<file path="config.mk">
export PLATFORM = sky130hd
export DESIGN_NAME = pc_next_unit
export DESIGN_NICKNAME = d
export VERILOG_FILES = /design/src/rtl/pc_next_unit.sv
export SDC_FILE = /design/constraint.sdc
export NUM_CORES = 1
export LEC_CHECK = 0
export ABC_CLOCK_PERIOD_IN_PS = 2000
export BUFFER_PORTS_ARGS = -buffer_cell sky130_fd_sc_hd__buf_2
export CORE_ASPECT_RATIO = 0.6
export CORE_MARGIN = 5
export CORE_UTILIZATION = 25
export CTS_CLUSTER_DIAMETER = 120
export DETAILED_ROUTE_END_ITERATION = 10
export PLACE_DENSITY_LB_ADDON = 0.15
export SYNTH_ARGS = -nofsm -noshare
export SYNTH_HDL_FRONTEND = slang
export SYNTH_SLANG_ARGS = --single-unit
</file>
<file path="constraint.sdc">
create_clock -name clk -period 2 [get_ports clk]
set_clock_uncertainty 0.1 [all_clocks]
set_input_delay 0.4 -clock clk [delete_from_list [all_inputs] [get_ports clk]]
set_output_delay 0.4 -clock clk [all_outputs]
set_load 0.005 [all_outputs]
</file>
<file path="src/rtl/pc_next_unit.sv">
module pc_next_unit #(
  parameter int PC_W  = 22,
  parameter int BR_W  = 7,
  parameter int RJ_W  = 12,
  parameter int PTR_W = 16,
  parameter int CYC_W = 2
) (
  input  logic             clk,
  input  logic             rst_n,
  input  logic [2:0]       op,
  input  logic [PC_W-1:0]  pc,
  input  logic [BR_W-1:0]  br_off,
  input  logic [1:0]       br_sel,
  input  logic             br_inv,
  input  logic [RJ_W-1:0]  rj_off,
  input  logic [PC_W-1:0]  abs_tgt,
  input  logic [PTR_W-1:0] zptr,
  input  logic             flag_c,
  input  logic             flag_z,
  input  logic             flag_n,
  input  logic             flag_v,
  output logic [PC_W-1:0]  next_pc,
  output logic             taken,
  output logic [CYC_W-1:0] cycles
);
  localparam logic [2:0] K_STEP = 3'd0;
  localparam logic [2:0] K_BR   = 3'd1;
  localparam logic [2:0] K_RJ   = 3'd2;
  localparam logic [2:0] K_ABS  = 3'd3;
  localparam logic [2:0] K_PTR  = 3'd4;

  logic [PC_W-1:0] pc_inc, br_dst, rj_dst, ptr_dst;
  logic [PC_W-1:0] npc_d;
  logic            raw_cond, fire, tk_d;
  logic [CYC_W-1:0] cy_d;

  assign pc_inc  = pc + 1'b1;
  assign br_dst  = pc_inc + {{(PC_W-BR_W){br_off[BR_W-1]}}, br_off};
  assign rj_dst  = pc_inc + {{(PC_W-RJ_W){rj_off[RJ_W-1]}}, rj_off};
  assign ptr_dst = {{(PC_W-PTR_W){1'b0}}, zptr};

  always_comb begin
    case (br_sel)
      2'd0:    raw_cond = flag_z;
      2'd1:    raw_cond = flag_c;
      2'd2:    raw_cond = flag_n ^ flag_v;
      default: raw_cond = flag_n;
    endcase
  end

  assign fire = raw_cond ^ br_inv;

  always_comb begin
    npc_d = pc_inc;
    tk_d  = 1'b0;
    cy_d  = CYC_W'(1);
    case (op)
      K_BR: begin
        npc_d = fire ? br_dst : pc_inc;
        tk_d  = fire;
        cy_d  = fire ? CYC_W'(2) : CYC_W'(1);
      end
      K_RJ: begin
        npc_d = rj_dst;
        tk_d  = 1'b1;
        cy_d  = CYC_W'(2);
      end
      K_ABS: begin
        npc_d = abs_tgt;
        tk_d  = 1'b1;
        cy_d  = CYC_W'(3);
      end
      K_PTR: begin
        npc_d = ptr_dst;
        tk_d  = 1'b1;
        cy_d  = CYC_W'(3);
      end
      default: ;
    endcase
  end

  always_ff @(posedge clk or negedge rst_n) begin
    if (!rst_n) begin
      next_pc <= '0;
      taken   <= 1'b0;
      cycles  <= '0;
    end else begin
      next_pc <= npc_d;
      taken   <= tk_d;
      cycles  <= cy_d;
    end
  end
endmodule


</file>
==> impl_metrics.yaml, run 1 <==
outcome:
  status: "complete, but fails checks"
  violations: "negative setup slack"
routing:
  wire_per_inst_um: 18.8
  drc: 0
  vias: 5247
  routed_via_density: 5.13
  drt_iter0_markers: 501
  postRouteAntennaNets: 0
  dr.pass1.iters: 7
  wl_um: 19200
timing:
  period_share: 1.63
  fin_ws_ps: -1270
  slew_headroom: 0.625
  worst_pin_slew_ps: 562
  rsz0062_at_grt: "yes"
  hold_viol_final: 0
  timing.fmax_ghz: 0.306
  setup_violations: 21
  finalCriticalPeriod_ps: 3270
  slew_violations: 0
yosys:
  synthCells: 487
  ys.flop_type: "dfrtp_1"
  synth_edf_count: 0
  ys_seq_area_frac: 0.150
  yosys-top-cells-area: "ha_1 15%, dfrtp_1 15%, xnor2_1 6.1%"
  yosys.area.top_type_share: 0.153
  ys_ff_latch: 24
  synth_nets: 629
  yosys.area.top_type: "ha_1"
  synth-async-reset-ratio: 1.00
  syn_area_per_cell_um2: 8.25
  syn_area_um2: 4020
  synth_warnings: 0
  synth.distinct_cells: 76
pwr:
  irDropWorstVdd_uv: 276
  power_density_nw_per_um2: 445
  switchingPower_w: 0.00135
  total_power_w: 0.00351
  combPwrFrac: 0.669
  power.share.switching: 0.385
  p_int_w: 0.00216
  seqPwrFrac: 0.165
  leakagePower_nw: 3.64
  clkPwrFrac: 0.166
global_routing:
  grt_pass1_vias: 5225
  grt_max_degree: 25
  grt_usage: 0.196
  grt_pass1_wl_um: 29200
  grt-ovfl-total: 0
  grt_antenna_before_repair: 0
critical_path:
  cp.arrival_ps: 3290
  cp_max_fo: 5
  startpoint_type: "primary input"
  cp-end-kind: "flop"
  critPathKind: "primary input to flop"
  required_ps: 2020
die:
  coreArea_um2: 15500
  fp.dieArea_um2: 18800
  initial_core_util: 0.258
  die_h_um: 108
  die_width_um: 174
  rows: 35
  ios: 116
clock_tree:
  cts_tree: "yes"
  cts-root-buf: "clkbuf_16"
  cts_buffer_depth: 2
  numCtsBuffers: 3
  clock-sinks: 24
  cts.htree.levels: 1
  clk_pin_slew_ps: 70
final_layout:
  drive_above_1_share: 0.615
  nNetsFinal: 962
  syn_to_final_growth_pct: 96.4
  layoutNonFillerInstCount: 1022
  mostFrequentLayoutCells: "210 x buf_4, 106 x buf_2, 42 x nand2_1"
  antenna-diode-count: 0
  layout_commonest_cell: "buf_4"
  final_cell_area_um2: 7890
job:
  drv_cap: 0
min_path:
  hold_path.class: "primary input to async pin"
placement:
  dpl.cell_count: 981
  place_ws_ps: -1650
  portBuffers: 115
  hpwl_um: 15500
  post_dp_cell_area_um2: 6440
  gp_congestion: 0.888
cell families (layout without fill, tap and decap cells):
group,count (synthesis),in the layout,synth area share
AO/OA/AOI/OAI,172,172,0.316
XOR/XNOR,49,49,0.110
adder cells (fa/ha/maj),51,51,0.163
buffers and inverters,30,362,0.0346
flip-flops,24,24,0.150
multiplexers,7,7,0.0181
AND/OR/NAND/NOR,154,154,0.209
Yosys cell counts (3+ instances only):
cell      count
clkbuf_1     11
xnor2_1      28
nand2_1      47
inv_1        14
and2_1        3
a222oi_1     13
o21a_1        7
o21ai_0      27
o21ai_1       3
or3_1         7
nor2b_1       7
and3_1        3
nand4_1       7
a31oi_1       3
nor3b_1       5
nor3_1        7
ha_1         49
o22ai_1       3
xor2_1       20
o211a_1       3
nand2b_1      7
o221ai_1      5
a21oi_1      35
dfrtp_1      24
a22oi_1       6
nand3b_1      3
o211ai_1     10
a211oi_1      9
mux2i_1       5
nor2_1       30
nand3_1      12
a21o_1       15
state kept, by name, indices dropped and copies added, names as in the netlist:
register	count
next_pc	22
cycles	2
worst max-delay path by stage:
stage          start     endpoint  slack [ps]  depth (start not counted)
5_1_grt        pc[4]  next_pc[15]       -1390                         14
6_report       pc[5]  next_pc[15]       -1270                         14
3_5_place_dp   pc[3]  next_pc[15]       -1650                         13
2_1_floorplan  pc[5]  next_pc[21]       -1160                         14
4_1_cts        pc[5]  next_pc[21]       -1200                         15
3_3_place_gp   pc[5]  next_pc[15]       -1670                         13
per-layer routing:
layer | part of all wire | global-route usage
met5 | 0 | 0
met4 | 0.0055 | 0.0203
met3 | 0.079 | 0.0426
met2 | 0.40 | 0.273
met1 | 0.52 | 0.312
metrics by stage:
step	utilization	hold slack, ps	TNS [ps]
CTS	0.476	50.6	-14990
finish	0.507	23.2	-15870
global placement	0.414	324	-25230
floorplan	-	4.41	-12630
detailed placement	0.414	336	-26020
global route	0.507	83.3	-18080
final cells by class:
cell class                 count  area [µm²]
clock buffer                   3        75.1
clock inverter                 1        30.0
fill                        1399        7660
inverter                      14        55.1
multi-input combinational    433        4390
sequential                    24         601
tap                          203         254
timing repair buffer         344        2480
power groups by stage:
stage                     registers [W]  clock network [W]  logic [W]
after floorplan                0.000593                  0   0.000896
after CTS                      0.000579           0.000591    0.00212
final                          0.000579           0.000581    0.00235
after detailed placement       0.000589                  0    0.00183
after global placement         0.000588                  0    0.00181
after global routing           0.000587           0.000606    0.00251
worst max-delay path, cell delays in order:
cell and delay (ps):
buf_6 70, and4_4 240, and3_4 210, nand4_1 200, xnor2_4 300, buf_12 140
ha_4 200, a221oi_2 280, o21ai_1 120, a21boi_2 190, a31oi_2 260, xnor2_2 130
a2111oi_2 360, o22ai_1 170
timing repair:
item,4_1_cts,5_1_grt
setup endpoints to repair,24,22
hold buffers,0,0
buffers inserted,21,19
gates resized for setup,118,70
pin swaps,65,48
cloned,1,0
Note: power is estimated with default switching activity, not from simulation.
==> inputs of run 2 (changes only) <==
--- a/config.mk
+++ b/config.mk
@@ -6,12 +6,12 @@
 export NUM_CORES = 1
 export LEC_CHECK = 0
 export ABC_CLOCK_PERIOD_IN_PS = 2000
-export BUFFER_PORTS_ARGS = -buffer_cell sky130_fd_sc_hd__buf_2
 export CORE_ASPECT_RATIO = 0.6
 export CORE_MARGIN = 5
 export CORE_UTILIZATION = 25
 export CTS_CLUSTER_DIAMETER = 120
 export DETAILED_ROUTE_END_ITERATION = 10
+export DONT_BUFFER_PORTS = 1
 export PLACE_DENSITY_LB_ADDON = 0.15
 export SYNTH_ARGS = -nofsm -noshare
 export SYNTH_HDL_FRONTEND = slang
==> run 2 against run 1 <==
- the run still ends with negative setup slack left
- global-route usage fell by 1.3 points
- wire length is 7.0% lower
- sequential power rose by 4.1%
- worst setup slack gained 92 ps
- maximum frequency rose by 2.9%
- largest cell class unchanged
- largest power group unchanged
==> impl_metrics.yaml, run 2 (synthesis results as in run 1) <==
final_layout:
  antenna-diode-count: 0
  drive_above_1_share: 0.500
  mostFrequentLayoutCells: "163 x buf_4, 42 x nand2_1, 25 x ha_1"
  top_register: "next_pc"
  layoutNonFillerInstCount: 865
  syn_to_final_growth_pct: 70.4
  nNetsFinal: 805
  largest_register_ffs: 22
  reg_top3: "next_pc x22, cycles x2"
  layout_commonest_cell: "buf_4"
  fin_util: 0.440
timing:
  slew_headroom: 0.304
  slew_violations: 0
  setup_tns_ps: -14660
  hold_viol_final: 0
  worst_pin_slew_ps: 1040
  fin_ws_ps: -1170
  setup_violations: 19
  rsz0062_at_grt: "yes"
  finalCriticalPeriod_ps: 3170
  period_share: 1.59
  timing.fmax_ghz: 0.315
die:
  die_width_um: 174
  fp.dieArea_um2: 18800
  coreArea_um2: 15500
  die_h_um: 108
  rows: 35
  initial_core_util: 0.258
  ios: 116
outcome:
  violations: "negative setup slack"
  status: "complete, but fails checks"
job:
  drv_cap: 0
clock_tree:
  cts_buffer_depth: 2
  cts.htree.levels: 1
  cts_tree: "yes"
  cts-root-buf: "clkbuf_16"
  clk_pin_slew_ps: 60
  clock-sinks: 24
  numCtsBuffers: 3
critical_path:
  required_ps: 2070
  critPathKind: "primary input to flop"
  cp_cell_sequence: "and4_4 -> and3_4 -> nand4_1 -> xnor2_4 -> ha_4 -> a21oi_2 -> o211ai_1 -> nand2_1 -> a311oi_2 -> buf_4 -> mux2i_2 -> a21oi_1 -> nand2b_1 -> a221oi_2"
  worst-path-buf-inv: 1
  critPathTopFamily: "simple AND/OR/NAND/NOR gates"
  cp.arrival_ps: 3250
  slowest_delay_ps: 420
  startpoint_type: "primary input"
  cp-end-kind: "flop"
  cp_slowest_cell: "xnor2_4"
  cp_max_fo: 5
global_routing:
  grt_pass1_vias: 4542
  grt-ovfl-total: 0
  grt_antenna_before_repair: 1
  grt_pass1_wl_um: 27000
  grt_usage: 0.183
  grt_max_degree: 25
routing:
  wire_per_inst_um: 20.6
  drt_iter0_markers: 390
  wl_met2_um: 6630
  routed_via_density: 5.35
  wl_met3_um: 1430
  dr.pass1.iters: 6
  routed.top_layer: "met4"
  postRouteAntennaNets: 0
  drc: 0
  vias: 4624
  wl_um: 17800
  met1_length_um: 9660
placement:
  gp_congestion: 0.874
  portBuffers: 0
  dpl.cell_count: 840
  hpwl_um: 14800
pwr:
  irDropWorstVdd_uv: 236
  power_density_nw_per_um2: 458
  leakagePower_nw: 2.96
min_path:
  hold_path.class: "primary input to flop"
run 2: changes by cell type in the layout (fill, tap and decap cells not counted), moves of 3 or more:
| cell | previous run | this run |
|---|---|---|
| nor2_1 | 20 | 24 |
| buf_6 | 21 | 17 |
| xor2_4 | 5 | 2 |
| nand3_1 | 6 | 9 |
| xor2_2 | 2 | 6 |
| nor2_4 | 6 | 1 |
| buf_4 | 210 | 163 |
| o21ai_0 | 11 | 15 |
| ha_4 | 19 | 22 |
| a21oi_2 | 16 | 12 |
| o21ai_2 | 8 | 4 |
| a21oi_1 | 17 | 21 |
| buf_2 | 106 | 0 |
run 2: cell type report:
class	instances	area, µm²
clock inverters	1	30.0
inverters	14	52.6
repair buffers	187	1550
clock buffers	3	75.1
multi-input cells	433	4290
well taps	203	254
fillers	1500	8700
flip-flops and latches	24	601
run 2: worst paths after layout:
path                        from          end  slack, ps  depth (start not counted)
min in group asynchronous  rst_n  next_pc[13]        670                          1
worst max-delay path       pc[5]  next_pc[21]      -1170                         14
max in group asynchronous  rst_n   next_pc[3]        500                          1
worst min-delay path       pc[0]   next_pc[0]        150                          1
run 2: what timing repair did:
item	4_1_cts	5_1_grt
buffers inserted	12	9
hold buffers	1	0
setup endpoints to repair	21	21
gates resized for setup	100	41
endpoints found under the hold margin	24	0
pin swaps	37	37
run 2: report_power, final:
| group | total [W] | internal (W) | switching (W) |
|---|---|---|---|
| logic | 0.00196 | 0.00101 | 0.000948 |
| registers | 0.000603 | 0.000556 | 0.0000464 |
| clock network | 0.000574 | 0.000398 | 0.000176 |
run 2: stage by stage:
stage | hold slack, ps | setup slack [ps] | total power, W | cell area, µm²
final | 148 | -1170 | 0.00313 | 6850
after global routing | 143 | -1310 | 0.00333 | 6850
after CTS | 142 | -1140 | 0.00300 | 6530
after detailed placement | 5.24 | -1600 | 0.00217 | 5710
after global placement | 5.10 | -1560 | 0.00215 | 5710
after floorplan | 4.41 | -1160 | 0.00149 | 4240
run 2: per-layer routing:
metal,track usage,vias to the layer above
li1,-,2222
met5,0,-
met4,0.0158,0
met3,0.0391,15
met1,0.303,2189
met2,0.241,198
==> inputs of run 3 (changes only) <==
--- a/config.mk
+++ b/config.mk
@@ -13,6 +13,7 @@
 export DETAILED_ROUTE_END_ITERATION = 10
 export DONT_BUFFER_PORTS = 1
 export PLACE_DENSITY_LB_ADDON = 0.15
+export RECOVER_POWER = 100
 export SYNTH_ARGS = -nofsm -noshare
 export SYNTH_HDL_FRONTEND = slang
 export SYNTH_SLANG_ARGS = --single-unit
==> run 3 against run 2 <==
- the flow still finishes with violations (negative setup slack)
- wire length decreased by 0.25%
- die area unchanged
- via count grew 0.54%
- total power decreased by 0.19%
- critical path depth unchanged
- global-route usage stayed put
- flip-flop and latch count did not move
- cell area fell by 0.29%
- first-iteration DRC count shrank 6.2%
- sequential share of layout area barely moved
- critical path type unchanged
- critical endpoint unchanged
- largest power group unchanged
==> impl_metrics.yaml, run 3 (synthesis results as in run 1) <==
outcome:
  status: "complete, but fails checks"
  violations: "negative setup slack"
routing:
  wl_um: 17800
  postRouteAntennaNets: 0
  drc: 0
  vias: 4649
  drt_iter0_markers: 366
  wire_per_inst_um: 20.6
  dr.pass1.iters: 5
  routed_via_density: 5.37
timing:
  setup_violations: 20
  period_share: 1.59
  timing.fmax_ghz: 0.315
  setup_tns_ps: -14740
  slew_headroom: 0.303
  slew_violations: 0
  hold_viol_final: 0
  fin_ws_ps: -1180
  finalCriticalPeriod_ps: 3180
  rsz0062_at_grt: "yes"
  worst_pin_slew_ps: 1040
clock_tree:
  clock-sinks: 24
  cts_buffer_depth: 2
  cts_tree: "yes"
  clk_pin_slew_ps: 60
  cts.htree.levels: 1
  cts-root-buf: "clkbuf_16"
  numCtsBuffers: 3
pwr:
  power_density_nw_per_um2: 458
  switchingPower_w: 0.00117
  power.share.switching: 0.373
  leakagePower_nw: 2.96
  seqPwrFrac: 0.193
  total_power_w: 0.00313
  combPwrFrac: 0.624
  clkPwrFrac: 0.183
  irDropWorstVdd_uv: 237
  p_int_w: 0.00196
critical_path:
  cp_slowest_cell: "xnor2_4"
  cp.arrival_ps: 3250
  cp-end-kind: "flop"
  slowest_delay_ps: 430
  worst-path-buf-inv: 1
  cp_max_fo: 5
  startpoint_type: "primary input"
  crit_cells: 14
  critPathKind: "primary input to flop"
  required_ps: 2070
  cp_cell_sequence: "and4_4 -> and3_4 -> nand4_1 -> xnor2_4 -> ha_4 -> a21oi_2 -> o211ai_1 -> nand2_1 -> a311oi_2 -> buf_4 -> mux2i_2 -> a21oi_1 -> nand2b_1 -> a221oi_2"
  critPathTopFamily: "simple AND/OR/NAND/NOR gates"
min_path:
  holdPathStages: 1
  hold_end: "next_pc[0]"
  hold_path.class: "primary input to flop"
  hp-start: "pc[0]"
global_routing:
  grt-ovfl-total: 0
  grt_antenna_before_repair: 1
  grt_max_degree: 25
  grt_usage: 0.183
  grt_pass1_wl_um: 27000
  grt_pass1_vias: 4542
final_layout:
  nNetsFinal: 805
  antenna-diode-count: 0
  layout_commonest_cell: "buf_4"
  largest_register_ffs: 22
  layoutNonFillerInstCount: 865
  top_register: "next_pc"
  reg_top3: "next_pc x22, cycles x2"
  fin_util: 0.439
  mostFrequentLayoutCells: "163 x buf_4, 42 x nand2_1, 25 x ha_1"
  syn_to_final_growth_pct: 69.9
  drive_above_1_share: 0.500
placement:
  hpwl_um: 14800
  portBuffers: 0
  dpl.cell_count: 840
  gp_congestion: 0.874
  place_ws_ps: -1600
die:
  rows: 35
  coreArea_um2: 15500
  die_h_um: 108
  die_width_um: 174
  ios: 116
  fp.dieArea_um2: 18800
  initial_core_util: 0.258
job:
  drv_cap: 0
## run 3: cell types whose count changed in the layout (fill, tap and decap cells not counted)
cell / change
a211oi_4: -1
a211oi_2: +1
clkbuf_4: +1
buf_12: -1
## run 3: worst max-delay path by stage
stage / from / to / slack [ps]
finish: pc[5] / next_pc[21] / -1180
global route: pc[5] / next_pc[21] / -1310
floorplan: pc[5] / next_pc[21] / -1160
CTS: pc[5] / next_pc[21] / -1140
detailed placement: pc[5] / next_pc[15] / -1600
global placement: pc[5] / next_pc[15] / -1560
## run 3: area by class of cell
cell class                 instances  area [µm²]
fill                            1503        8720
multi-input combinational        433        4280
clock buffer                       3        75.1
timing repair buffer             187        1530
tap                              203         254
sequential                        24         601
inverter                          14        52.6
clock inverter                     1        30.0
## run 3: per-layer routing
metal / wire length (µm) / part of all wire / global-route usage / vias up
met5: 0 / 0 / 0 / -
met4: 105 / 0.0059 / 0.0158 / 0
met3: 1670 / 0.094 / 0.0391 / 9
met2: 6670 / 0.38 / 0.241 / 200
met1: 9350 / 0.53 / 0.303 / 2218
li1: - / - / - / 2222
## run 3: what timing repair did
action,CTS,global route
pin swaps,37,37
endpoints found under the setup margin,21,21
gates resized for setup,100,41
buffers inserted,12,9
hold endpoints to repair,24,0
hold buffers,1,0
## run 3: through the flow
step	hold WS (ps)	instance area, µm²
after floorplan	4.41	4240
after global placement	5.10	5710
after detailed placement	5.24	5710
after CTS	142	6530
after global routing	143	6830
final	147	6830
## run 3: power groups by stage
stage,combinational [W],sequential (W),clock [W]
3_5_place_dp,0.00156,0.000615,0
5_1_grt,0.00210,0.000612,0.000614
2_1_floorplan,0.000896,0.000593,0
6_report,0.00195,0.000602,0.000573
4_1_cts,0.00180,0.000606,0.000587
3_3_place_gp,0.00154,0.000616,0
